## config.mk

```make
export PLATFORM = sky130hd
export DESIGN_NAME = pcim_order_arb
export DESIGN_NICKNAME = d
export VERILOG_FILES = /design/src/rtl/pcim_pkg.sv /design/src/rtl/pcim_wq.sv /design/src/rtl/pcim_rdslot.sv /design/src/rtl/pcim_sel.sv /design/src/rtl/pcim_order_arb.sv
export SDC_FILE = /design/constraint.sdc
export NUM_CORES = 1
export LEC_CHECK = 0
export BUFFER_PORTS_ARGS = -buffer_cell sky130_fd_sc_hd__buf_2
export CELL_PAD_IN_SITES_DETAIL_PLACEMENT = 0
export CELL_PAD_IN_SITES_GLOBAL_PLACEMENT = 1
export CORE_MARGIN = 4
export CORE_UTILIZATION = 40
export DETAILED_ROUTE_END_ITERATION = 8
export GPL_TIMING_DRIVEN = 0
export PLACE_DENSITY_LB_ADDON = 0.1
export SLEW_MARGIN = 15
export SYNTH_ARGS = -nofsm -noshare
export SYNTH_HDL_FRONTEND = slang
export SYNTH_SLANG_ARGS = --single-unit
export TNS_END_PERCENT = 20
```

## constraint.sdc

```tcl
create_clock -name clk -period 7.85 [get_ports clk]
set_clock_uncertainty 0.1 [all_clocks]
set_input_delay 1.57 -clock clk [delete_from_list [all_inputs] [get_ports clk]]
set_output_delay 1.57 -clock clk [all_outputs]
set_load 0.02 [all_outputs]
```

## src/rtl/pcim_pkg.sv

```systemverilog
// Shared types for the PCI master ordering arbiter.
// Assumes the source code values are visible on the pm_src port.
package pcim_pkg;
    typedef enum logic [1:0] {
        SRC_CPU_WR = 2'd0,
        SRC_CPU_RD = 2'd1,
        SRC_DMA_RD = 2'd2,
        SRC_DMA_WR = 2'd3
    } pcim_src_e;
endpackage

```

## src/rtl/pcim_wq.sv

```systemverilog
// Posted-write queue: FIFO of CPU writes waiting for the master port.
// Assumes push is never requested while full (the parent gates it).
module pcim_wq #(
    parameter int DEPTH = 4,
    parameter int AW    = 32,
    parameter int DW    = 32,
    localparam int PW   = (DEPTH > 1) ? $clog2(DEPTH) : 1,
    localparam int CW   = $clog2(DEPTH + 1)
) (
    input  logic          clk,
    input  logic          rst_n,
    input  logic          push,
    input  logic [AW-1:0] push_addr,
    input  logic [DW-1:0] push_data,
    input  logic          pop,
    output logic          full,
    output logic          head_valid,
    output logic [AW-1:0] head_addr,
    output logic [DW-1:0] head_data,
    output logic [CW-1:0] count
);
    logic [AW-1:0] addr_mem [DEPTH];
    logic [DW-1:0] data_mem [DEPTH];
    logic [PW-1:0] wr_ptr, rd_ptr;

    function automatic logic [PW-1:0] bump(input logic [PW-1:0] p);
        return (p == PW'(DEPTH - 1)) ? '0 : p + 1'b1;
    endfunction

    // Store pushed entries.
    always_ff @(posedge clk) begin
        if (push) begin
            addr_mem[wr_ptr] <= push_addr;
            data_mem[wr_ptr] <= push_data;
        end
    end

    // Advance pointers and the occupancy count.
    always_ff @(posedge clk) begin
        if (!rst_n) begin
            wr_ptr <= '0;
            rd_ptr <= '0;
            count  <= '0;
        end else begin
            if (push) wr_ptr <= bump(wr_ptr);
            if (pop)  rd_ptr <= bump(rd_ptr);
            count <= count + CW'(push) - CW'(pop);
        end
    end

    // Head view and full flag.
    always_comb begin
        full       = (count == CW'(DEPTH));
        head_valid = (count != '0);
        head_addr  = addr_mem[rd_ptr];
        head_data  = data_mem[rd_ptr];
    end
endmodule

```

## src/rtl/pcim_rdslot.sv

```systemverilog
// CPU read slot with a one-word prefetch buffer.
// A read that hits the buffer tag answers locally; a miss waits for the
// master port and refills the buffer. A flush drops the buffer contents.
// Assumes one outstanding read at a time (the parent blocks new requests).
module pcim_rdslot #(
    parameter int AW = 32,
    parameter int DW = 32
) (
    input  logic          clk,
    input  logic          rst_n,
    input  logic          req,
    input  logic [AW-1:0] req_addr,
    input  logic          flush,
    input  logic          pci_done,
    input  logic [DW-1:0] pci_data,
    output logic          busy,
    output logic          need_pci,
    output logic [AW-1:0] rd_addr,
    output logic          rsp_valid,
    input  logic          rsp_ready,
    output logic [DW-1:0] rsp_data,
    output logic          pf_valid
);
    typedef enum logic [1:0] {SL_IDLE, SL_WAIT, SL_RESP} slot_e;
    slot_e         st;
    logic [AW-1:0] pf_tag;
    logic [DW-1:0] pf_data;

    // Read slot sequencing and buffer maintenance.
    always_ff @(posedge clk) begin
        if (!rst_n) begin
            st       <= SL_IDLE;
            pf_valid <= 1'b0;
            pf_tag   <= '0;
            pf_data  <= '0;
            rd_addr  <= '0;
        end else begin
            case (st)
                SL_IDLE: begin
                    if (flush) pf_valid <= 1'b0;
                    if (req) begin
                        rd_addr <= req_addr;
                        st      <= (pf_valid && pf_tag == req_addr) ? SL_RESP : SL_WAIT;
                    end
                end
                SL_WAIT: if (pci_done) begin
                    pf_valid <= 1'b1;
                    pf_tag   <= rd_addr;
                    pf_data  <= pci_data;
                    st       <= SL_RESP;
                end
                default: if (rsp_ready) st <= SL_IDLE;
            endcase
        end
    end

    // Status and response view.
    always_comb begin
        busy      = (st != SL_IDLE);
        need_pci  = (st == SL_WAIT);
        rsp_valid = (st == SL_RESP);
        rsp_data  = pf_data;
    end
endmodule

```

## src/rtl/pcim_sel.sv

```systemverilog
// Grant selector: CPU write/read over DMA, DMA directions take turns,
// grant held while the master port stalls.
// Assumes requesters keep their request stable until completed.
module pcim_sel
    import pcim_pkg::*;
(
    input  logic      clk,
    input  logic      rst_n,
    input  logic      cpu_wr_req,
    input  logic      cpu_rd_req,
    input  logic      dma_rd_req,
    input  logic      dma_wr_req,
    input  logic      port_ready,
    output logic      grant_valid,
    output pcim_src_e grant_src
);
    logic      hold;
    pcim_src_e held_src;
    logic      turn_wr;

    // Choose the source for this cycle.
    always_comb begin
        grant_valid = 1'b1;
        grant_src   = SRC_CPU_WR;
        if (hold)                        grant_src = held_src;
        else if (cpu_wr_req)             grant_src = SRC_CPU_WR;
        else if (cpu_rd_req)             grant_src = SRC_CPU_RD;
        else if (dma_rd_req && dma_wr_req)
            grant_src = turn_wr ? SRC_DMA_WR : SRC_DMA_RD;
        else if (dma_rd_req)             grant_src = SRC_DMA_RD;
        else if (dma_wr_req)             grant_src = SRC_DMA_WR;
        else                             grant_valid = 1'b0;
    end

    // Remember a stalled grant and the DMA turn.
    always_ff @(posedge clk) begin
        if (!rst_n) begin
            hold     <= 1'b0;
            held_src <= SRC_CPU_WR;
            turn_wr  <= 1'b0;
        end else begin
            hold     <= grant_valid && !port_ready;
            held_src <= grant_src;
            if (grant_valid && port_ready) begin
                if (grant_src == SRC_DMA_RD)      turn_wr <= 1'b1;
                else if (grant_src == SRC_DMA_WR) turn_wr <= 1'b0;
            end
        end
    end
endmodule

```

## src/rtl/pcim_order_arb.sv

```systemverilog
// PCI master ordering arbiter top: posted-write queue, read slot with
// prefetch buffer, and grant selector toward a valid/ready master port.
// Assumes a port transaction completes when pm_valid && pm_ready.
module pcim_order_arb
    import pcim_pkg::*;
#(
    parameter int WQ_DEPTH = 4,
    parameter int AW       = 32,
    parameter int DW       = 32,
    localparam int CW      = $clog2(WQ_DEPTH + 1)
) (
    input  logic          clk,
    input  logic          rst_n,
    input  logic          cpu_req_valid,
    output logic          cpu_req_ready,
    input  logic          cpu_req_write,
    input  logic [AW-1:0] cpu_req_addr,
    input  logic [DW-1:0] cpu_req_wdata,
    output logic          cpu_rsp_valid,
    input  logic          cpu_rsp_ready,
    output logic [DW-1:0] cpu_rsp_data,
    input  logic          dma_rd_valid,
    output logic          dma_rd_ready,
    input  logic [AW-1:0] dma_rd_addr,
    output logic [DW-1:0] dma_rd_data,
    input  logic          dma_wr_valid,
    output logic          dma_wr_ready,
    input  logic [AW-1:0] dma_wr_addr,
    input  logic [DW-1:0] dma_wr_data,
    output logic          pm_valid,
    input  logic          pm_ready,
    output logic [1:0]    pm_src,
    output logic [AW-1:0] pm_addr,
    output logic [DW-1:0] pm_wdata,
    input  logic [DW-1:0] pm_rdata
);
    logic          wq_full, wq_head_valid;
    logic [AW-1:0] wq_head_addr;
    logic [DW-1:0] wq_head_data;
    logic [CW-1:0] wq_cnt;
    logic          rd_busy, rd_wait, pf_valid;
    logic [AW-1:0] rd_addr;
    pcim_src_e     src;
    logic          fire, cpu_acc;

    pcim_wq #(.DEPTH(WQ_DEPTH), .AW(AW), .DW(DW)) u_wq (
        .clk(clk), .rst_n(rst_n),
        .push(cpu_acc && cpu_req_write), .push_addr(cpu_req_addr), .push_data(cpu_req_wdata),
        .pop(fire && src == SRC_CPU_WR), .full(wq_full),
        .head_valid(wq_head_valid), .head_addr(wq_head_addr), .head_data(wq_head_data),
        .count(wq_cnt)
    );

    pcim_rdslot #(.AW(AW), .DW(DW)) u_rd (
        .clk(clk), .rst_n(rst_n),
        .req(cpu_acc && !cpu_req_write), .req_addr(cpu_req_addr),
        .flush(cpu_acc && cpu_req_write),
        .pci_done(fire && src == SRC_CPU_RD), .pci_data(pm_rdata),
        .busy(rd_busy), .need_pci(rd_wait), .rd_addr(rd_addr),
        .rsp_valid(cpu_rsp_valid), .rsp_ready(cpu_rsp_ready), .rsp_data(cpu_rsp_data),
        .pf_valid(pf_valid)
    );

    pcim_sel u_sel (
        .clk(clk), .rst_n(rst_n),
        .cpu_wr_req(wq_head_valid), .cpu_rd_req(rd_wait && !wq_head_valid),
        .dma_rd_req(dma_rd_valid), .dma_wr_req(dma_wr_valid),
        .port_ready(pm_ready), .grant_valid(pm_valid), .grant_src(src)
    );

    // CPU request acceptance: block everything behind a read in flight.
    always_comb begin
        cpu_req_ready = !rd_busy && !(cpu_req_write && wq_full);
        cpu_acc       = cpu_req_valid && cpu_req_ready;
    end

    // Port payload mux and requester completion strobes.
    always_comb begin
        fire     = pm_valid && pm_ready;
        pm_src   = src;
        pm_addr  = '0;
        pm_wdata = '0;
        case (src)
            SRC_CPU_WR: begin pm_addr = wq_head_addr; pm_wdata = wq_head_data; end
            SRC_CPU_RD: pm_addr = rd_addr;
            SRC_DMA_RD: pm_addr = dma_rd_addr;
            default:    begin pm_addr = dma_wr_addr; pm_wdata = dma_wr_data; end
        endcase
        dma_rd_ready = fire && src == SRC_DMA_RD;
        dma_wr_ready = fire && src == SRC_DMA_WR;
        dma_rd_data  = pm_rdata;
    end
endmodule

```

# Word level (Yosys, flattened, before mapping)
# Memory sizes are Yosys's and may differ from the RTL's. A register that Yosys moved wholly into a read port is not among the register bits.
# Index checks and enable logic that the tools add are counted.
# Widths: inputs -> output; s select.
# classes
add_sub_neg,4
reduce_logical,32
eq_ne,12
muxes,33
# ops
op,n
$pmux 32 s3,1
$pmux 32 s2,1
$eq 32x32->1,1
$mux 2,16
$logic_and 1x1->1,14
$mux 1,13
$eq 2x2->1 const B,5
$reduce_and 2->1,3
$reduce_and 3->1,2
$reduce_bool 2->1,3
$reduce_bool 3->1,2
$logic_not 1->1,5
$add 2x1->2 const B,2
$eq 2x1->1 const B,2
$logic_not 2->1,2
$ne 2x1->1 const B,2
$pmux 2 s2,1
$add 3x1->3,1
$eq 3x3->1 const B,1
$sub 3x1->3,1
$ne 2x2->1 const B,1
$pmux 1 s2,1
$reduce_or 2->1,1
# totals
output_inout_bits,135
memories,2
in_bits,200
word_cells,94
ff_bits,110
ram_bits,256
# mem_list
name,depth,word_bits,rd,rd_ports_with_merged_regs,wr,line,source
u_wq.addr_mem,4,32,1,1,1,pcim_wq.sv:22,logic [AW-1:0] addr_mem [DEPTH];
u_wq.data_mem,4,32,1,1,1,pcim_wq.sv:23,logic [DW-1:0] data_mem [DEPTH];

# Longest topological paths before layout
# logic_depth
word_depth,10
mapped_depth,12
depth_no_buf,11

# Hierarchy
# Synthesis repeated with hierarchy kept, for this count alone.
# unflattened
cells_unflattened,1007
hier_area_um2,15473.6
# modules_own_cells
mod,seq_area_each_um2,area_per_inst_um2,cells_each,instances
pcim_wq,7867.5,9769.4,378,1
pcim_rdslot,1981.9,4056.4,484,1
pcim_order_arb,0.0,1446.4,122,1
pcim_sel,80.1,201.4,23,1

# Worst setup path after synthesis
# No wires, ideal clock.
# synth_timing
kind,input -> register
start,input port cpu_req_write
end,"memory u_wq.addr_mem[0][0], enable pin"
stages,3
t_arrival_ps,4105
path_buffers,0
path_slack_ps,3215
path_cell_list,a311oi_1 -> and3_1 -> and2_1
# synth_between
elab_chain_len,7
# synth_rtl
element,line,source
from (decl),pcim_order_arb.sv:16,"input logic cpu_req_write,"
$logic_and 1x1->1,pcim_order_arb.sv:73,cpu_req_ready = !rd_busy && !(cpu_req_write && wq_full);
$logic_not 1->1,pcim_order_arb.sv:73,
$logic_and 1x1->1,pcim_order_arb.sv:73,
$logic_and 1x1->1,pcim_order_arb.sv:74,cpu_acc = cpu_req_valid && cpu_req_ready;
$logic_and 1x1->1 *,pcim_order_arb.sv:48,".push(cpu_acc && cpu_req_write), .push_addr(cpu_req_addr), .push_data(cpu_req_wdata),"
$mux 1 *,pcim_wq.sv:32,if (push) begin
$mux 1 (not written as such) *,pcim_wq.sv:33,addr_mem[wr_ptr] <= push_addr;
to (decl),pcim_wq.sv:22,
# Mark *: on every way between the ends. The rest lies on a longest branch, timed or not.

# Worst setup path in the final report
# layout_timing
start,input port dma_rd_valid
end,output port pm_wdata[18]
# layout_between
elab_chain_len,8
# layout_rtl
element,line,source
from (decl),pcim_order_arb.sv:22,"input logic dma_rd_valid,"
$mux 2 or $logic_and 1x1->1 (tied branches),"pcim_sel.sv:30, pcim_sel.sv:28",
$mux 2 *,pcim_sel.sv:28,else if (dma_rd_req && dma_wr_req)
$mux 2 *,pcim_sel.sv:27,else if (cpu_rd_req) grant_src = SRC_CPU_RD;
$mux 2 *,pcim_sel.sv:26,else if (cpu_wr_req) grant_src = SRC_CPU_WR;
$mux 2 *,pcim_sel.sv:25,if (hold) grant_src = held_src;
$eq 2x1->1 or $eq 2x2->1 (tied branches),pcim_order_arb.sv:83,case (src)
$reduce_or 2->1 (no source line),--,
$pmux 32 s2 *,pcim_order_arb.sv:83,
to (decl),pcim_order_arb.sv:34,"output logic [DW-1:0] pm_wdata,"
# Marks and branches as above.

==> out/qor.txt <==
met2 Use GR: 34.5%
Tmin final: 5.39 ns
worst hold-check path type: register to register
maximum fanout along the worst path: 10
Clock transition at path regs: 0.05 ns
adder and majority gate portion of the synthesized area: 0.695%
area overhead of the layout relative to synthesis: 24.7%
drt first-iter violations: 545
per-cell routed wire length: 20.9 um
synthesized flop and latch total: 368
reported leakage power: 7.16 nW
clk sinks: 368
count of input and output buffers: 333
post-synth net total: 1352
Critical Path AT: 3.72 ns
synthesis warning total: 0
first-pass GRT wire length: 64700 um
total global-route track usage: 20.3%
clock tree from TritonCTS: yes
post-DP HPWL: 30700 um
Critical Path Sink Type: primary output
routed via count divided by cell count: 5.05
worst slack after detailed placement: 2.44 ns
count of cell types in the netlist: 44
cts hold-fix bufs: 0
final weighted congestion in routability-driven placement: 0.773
total die area: 41900 um2
destination of the critical timing path: pm_wdata[18]
Worst Setup SP: dma_rd_valid
post-synthesis simple-gate area fraction: 9.56%
Bufs on Longest Clock Path: 3
antenna violations before repair: 2
xor/xnor cell area share of the yosys netlist: 1.92%
critical path required time: 6.18 ns
met3 capacity usage during global routing: 3.26%
Max Fclk: 0.185 GHz
number of H-tree levels: 2
FF-to-FF setup slack: 4.94 ns
maximum resistive drop on vdd: 0.163 mV
net count reported at finish: 1733
Worst R2R End: u_wq.count[2]
global routing usage on met1: 27.9%
pin slew with the least headroom to its limit: 0.918 ns
router iterations before antenna repair: 5
number of nets with antenna violations after detailed routing: 0
width of the chip: 205 um
height of the die: 205 um
DRC violations left: 0
Root Buffer Master: clkbuf_16
cell area after technology mapping: 15500 um2
Detailed Route WL: 43200 um
main combinational cell family by area after synthesis: compound AO/OA/AOI/OAI gates
leading register cell type out of synthesis: edfxtp_1
I/O pin cnt: 335
RSZ-0062 raised after global routing: no
global-route layer with the greatest usage: met2
Hold Startpoint: u_rd.rsp_data[11]
maximum number of pins on one net before global-route repair: 48
number of global-route vias before repair: 10517
multiplexer share of the synthesized area: 9.43%
sequential-to-total area share from yosys stat: 64.1%
Final Hold Fails: 0
post-route fraction of the period consumed by the critical path: 68.7%
Max Cap Viol: 0
placeable core region: 37900 um2
number of vias after detailed routing: 10452
pins over their slew limit: 0
proportion of layout cells with a drive suffix above 1: 33.9%
worst r2r path cells: 11
Post-Syn Area per Cell: 13.5 um2
CP startpoint kind: input port
startpoint of the most critical register-to-register path: u_sel.hold
Cell Pwr Density: 302 nW/um2
utilization of the core after routing: 50.9%
number of fillers in the final layout: 3462
async set or reset register ratio after synthesis: 0%
synthesized-area fraction occupied by ao, oa, aoi and oai cells: 10.1%
Initial Util: 40.8%
crit path setup slack, layout: 2.46 ns
Final Setup Violations: 0
WS Path Type: input port to primary output
post-layout power: 0.00584 W
number of CTS-inserted buffers: 42
number of gates given a new drive strength after cts: 0
n_diodes: 0
Post-CTS Setup Inserts: 0
count of standard-cell rows: 71
post-synthesis cell count: 1144
setup tns final: 0 ns
run status: complete, no violations
clock latency reported for the late side of the worst-skew pair: 0.54 ns
total global routing overflow: 0
relative slew slack: 38.8%
number of synthesized flops with an enable pin: 256
==> how the worst min path moves through the flow <==
stage	slack, ns	cells past startpoint	end
2_1_floorplan	0.35	2	u_rd.pf_tag[0]
3_3_place_gp	0.35	2	u_rd.rsp_data[2]
3_5_place_dp	0.36	2	u_rd.rsp_data[12]
4_1_cts	0.36	2	u_rd.rsp_data[12]
5_1_grt	0.38	2	u_rd.rsp_data[10]
6_report	0.36	2	u_rd.rsp_data[11]
==> per-stage QoR <==
step	cell area, um2	hold slack [ns]	cells
after global placement	17800	0.348	1988
after CTS	19300	0.362	2069
after floorplan	15500	0.355	1144
after detailed placement	17900	0.355	1992
final	19300	0.357	2069
after global routing	19300	0.377	2069
==> power by group <==
group | leakage [nW] | switching, W | internal (W) | total [W]
Combinational | 3.25 | 0.00103 | 0.000654 | 0.00168
Sequential | 3.23 | 0.0000330 | 0.00215 | 0.00218
Clock | 0.678 | 0.000761 | 0.00121 | 0.00197
Total | 7.16 | 0.00182 | 0.00402 | 0.00584
==> registers in the layout (all words and copies together) (netlist names), 2 cells and up, named ones only <==
name	count
u_rd.pf_tag	32
u_rd.st	2
u_sel.held_src	2
u_wq.wr_ptr	2
u_wq.data_mem	128
u_wq.rd_ptr	2
u_wq.count	3
u_rd.rd_addr	32
u_wq.addr_mem	128
u_rd.rsp_data	32
==> cell type report <==
class / instances / area, um2 / share of cell area, %
flip-flops and latches: 368 / 9930 / 51.4
well taps: 511 / 639 / 3.31
clock inverters: 17 / 218 / 1.13
repair buffers: 337 / 1780 / 9.20
inverters: 9 / 33.8 / 0.175
plain buffers: 108 / 614 / 3.18
clock buffers: 60 / 1180 / 6.11
multi-input cells: 659 / 4930 / 25.5
==> cells by family after synthesis <==
kind of cell | Yosys count
buffers and inverters | 117
AO/OA/AOI/OAI | 208
XOR/XNOR | 34
flip-flops | 368
AND/OR/NAND/NOR | 343
multiplexers | 66
adder cells (fa/ha/maj) | 8
==> critical path, stage by stage <==
cell and delay (ns):
buf_2 0.10, nor2_1 0.24, o31a_1 0.27, inv_2 0.12, nor2_1 0.45, clkbuf_1 0.55
a22o_1 0.22, buf_2 0.19
==> cell usage after synthesis, types with 8 or more instances <==
| master | count | area [um2] |
|---|---|---|
| nor4_1 | 9 | 56.3 |
| nand2_1 | 263 | 987 |
| a22o_1 | 32 | 280 |
| a211oi_1 | 32 | 240 |
| xor2_1 | 32 | 280 |
| a31oi_1 | 34 | 213 |
| and2_1 | 40 | 250 |
| inv_1 | 8 | 30.0 |
| a21boi_0 | 98 | 736 |
| edfxtp_1 | 256 | 7690 |
| buf_4 | 39 | 293 |
| mux4_2 | 64 | 1440 |
| clkbuf_1 | 44 | 165 |
| buf_2 | 14 | 70.1 |
| dfxtp_1 | 112 | 2240 |
==> per-layer routing <==
layer	vias to the layer above	share of wire [%]	routed length [um]
met4	4	1.4	613
met2	297	49	21000
met3	54	5.6	2430
met1	5144	44	19100
li1	4953	-	-
met5	-	0.069	30
==> cell usage in the layout (no fill, tap or decap), drive strengths merged, types with 2 or more instances in the layout <==
| master | instances |
|---|---|
| nor4 | 9 |
| bufinv | 5 |
| xor2 | 32 |
| nor2b | 7 |
| dfxtp | 112 |
| mux2i | 2 |
| inv | 12 |
| xnor2 | 2 |
| nand2b | 2 |
| edfxtp | 256 |
| nand3 | 3 |
| o2111ai | 2 |
| mux4 | 64 |
| clkinv | 8 |
| a21boi | 98 |
| clkbuf | 104 |
| and2 | 44 |
| nor2 | 5 |
| a21oi | 2 |
| nand2 | 263 |
| and3 | 2 |
| a211oi | 32 |
| nor3 | 2 |
| a22o | 32 |
| o31a | 2 |
| ha | 7 |
| buf | 401 |
| a31oi | 34 |
No activity file was read; power rests on OpenSTA's default activity.
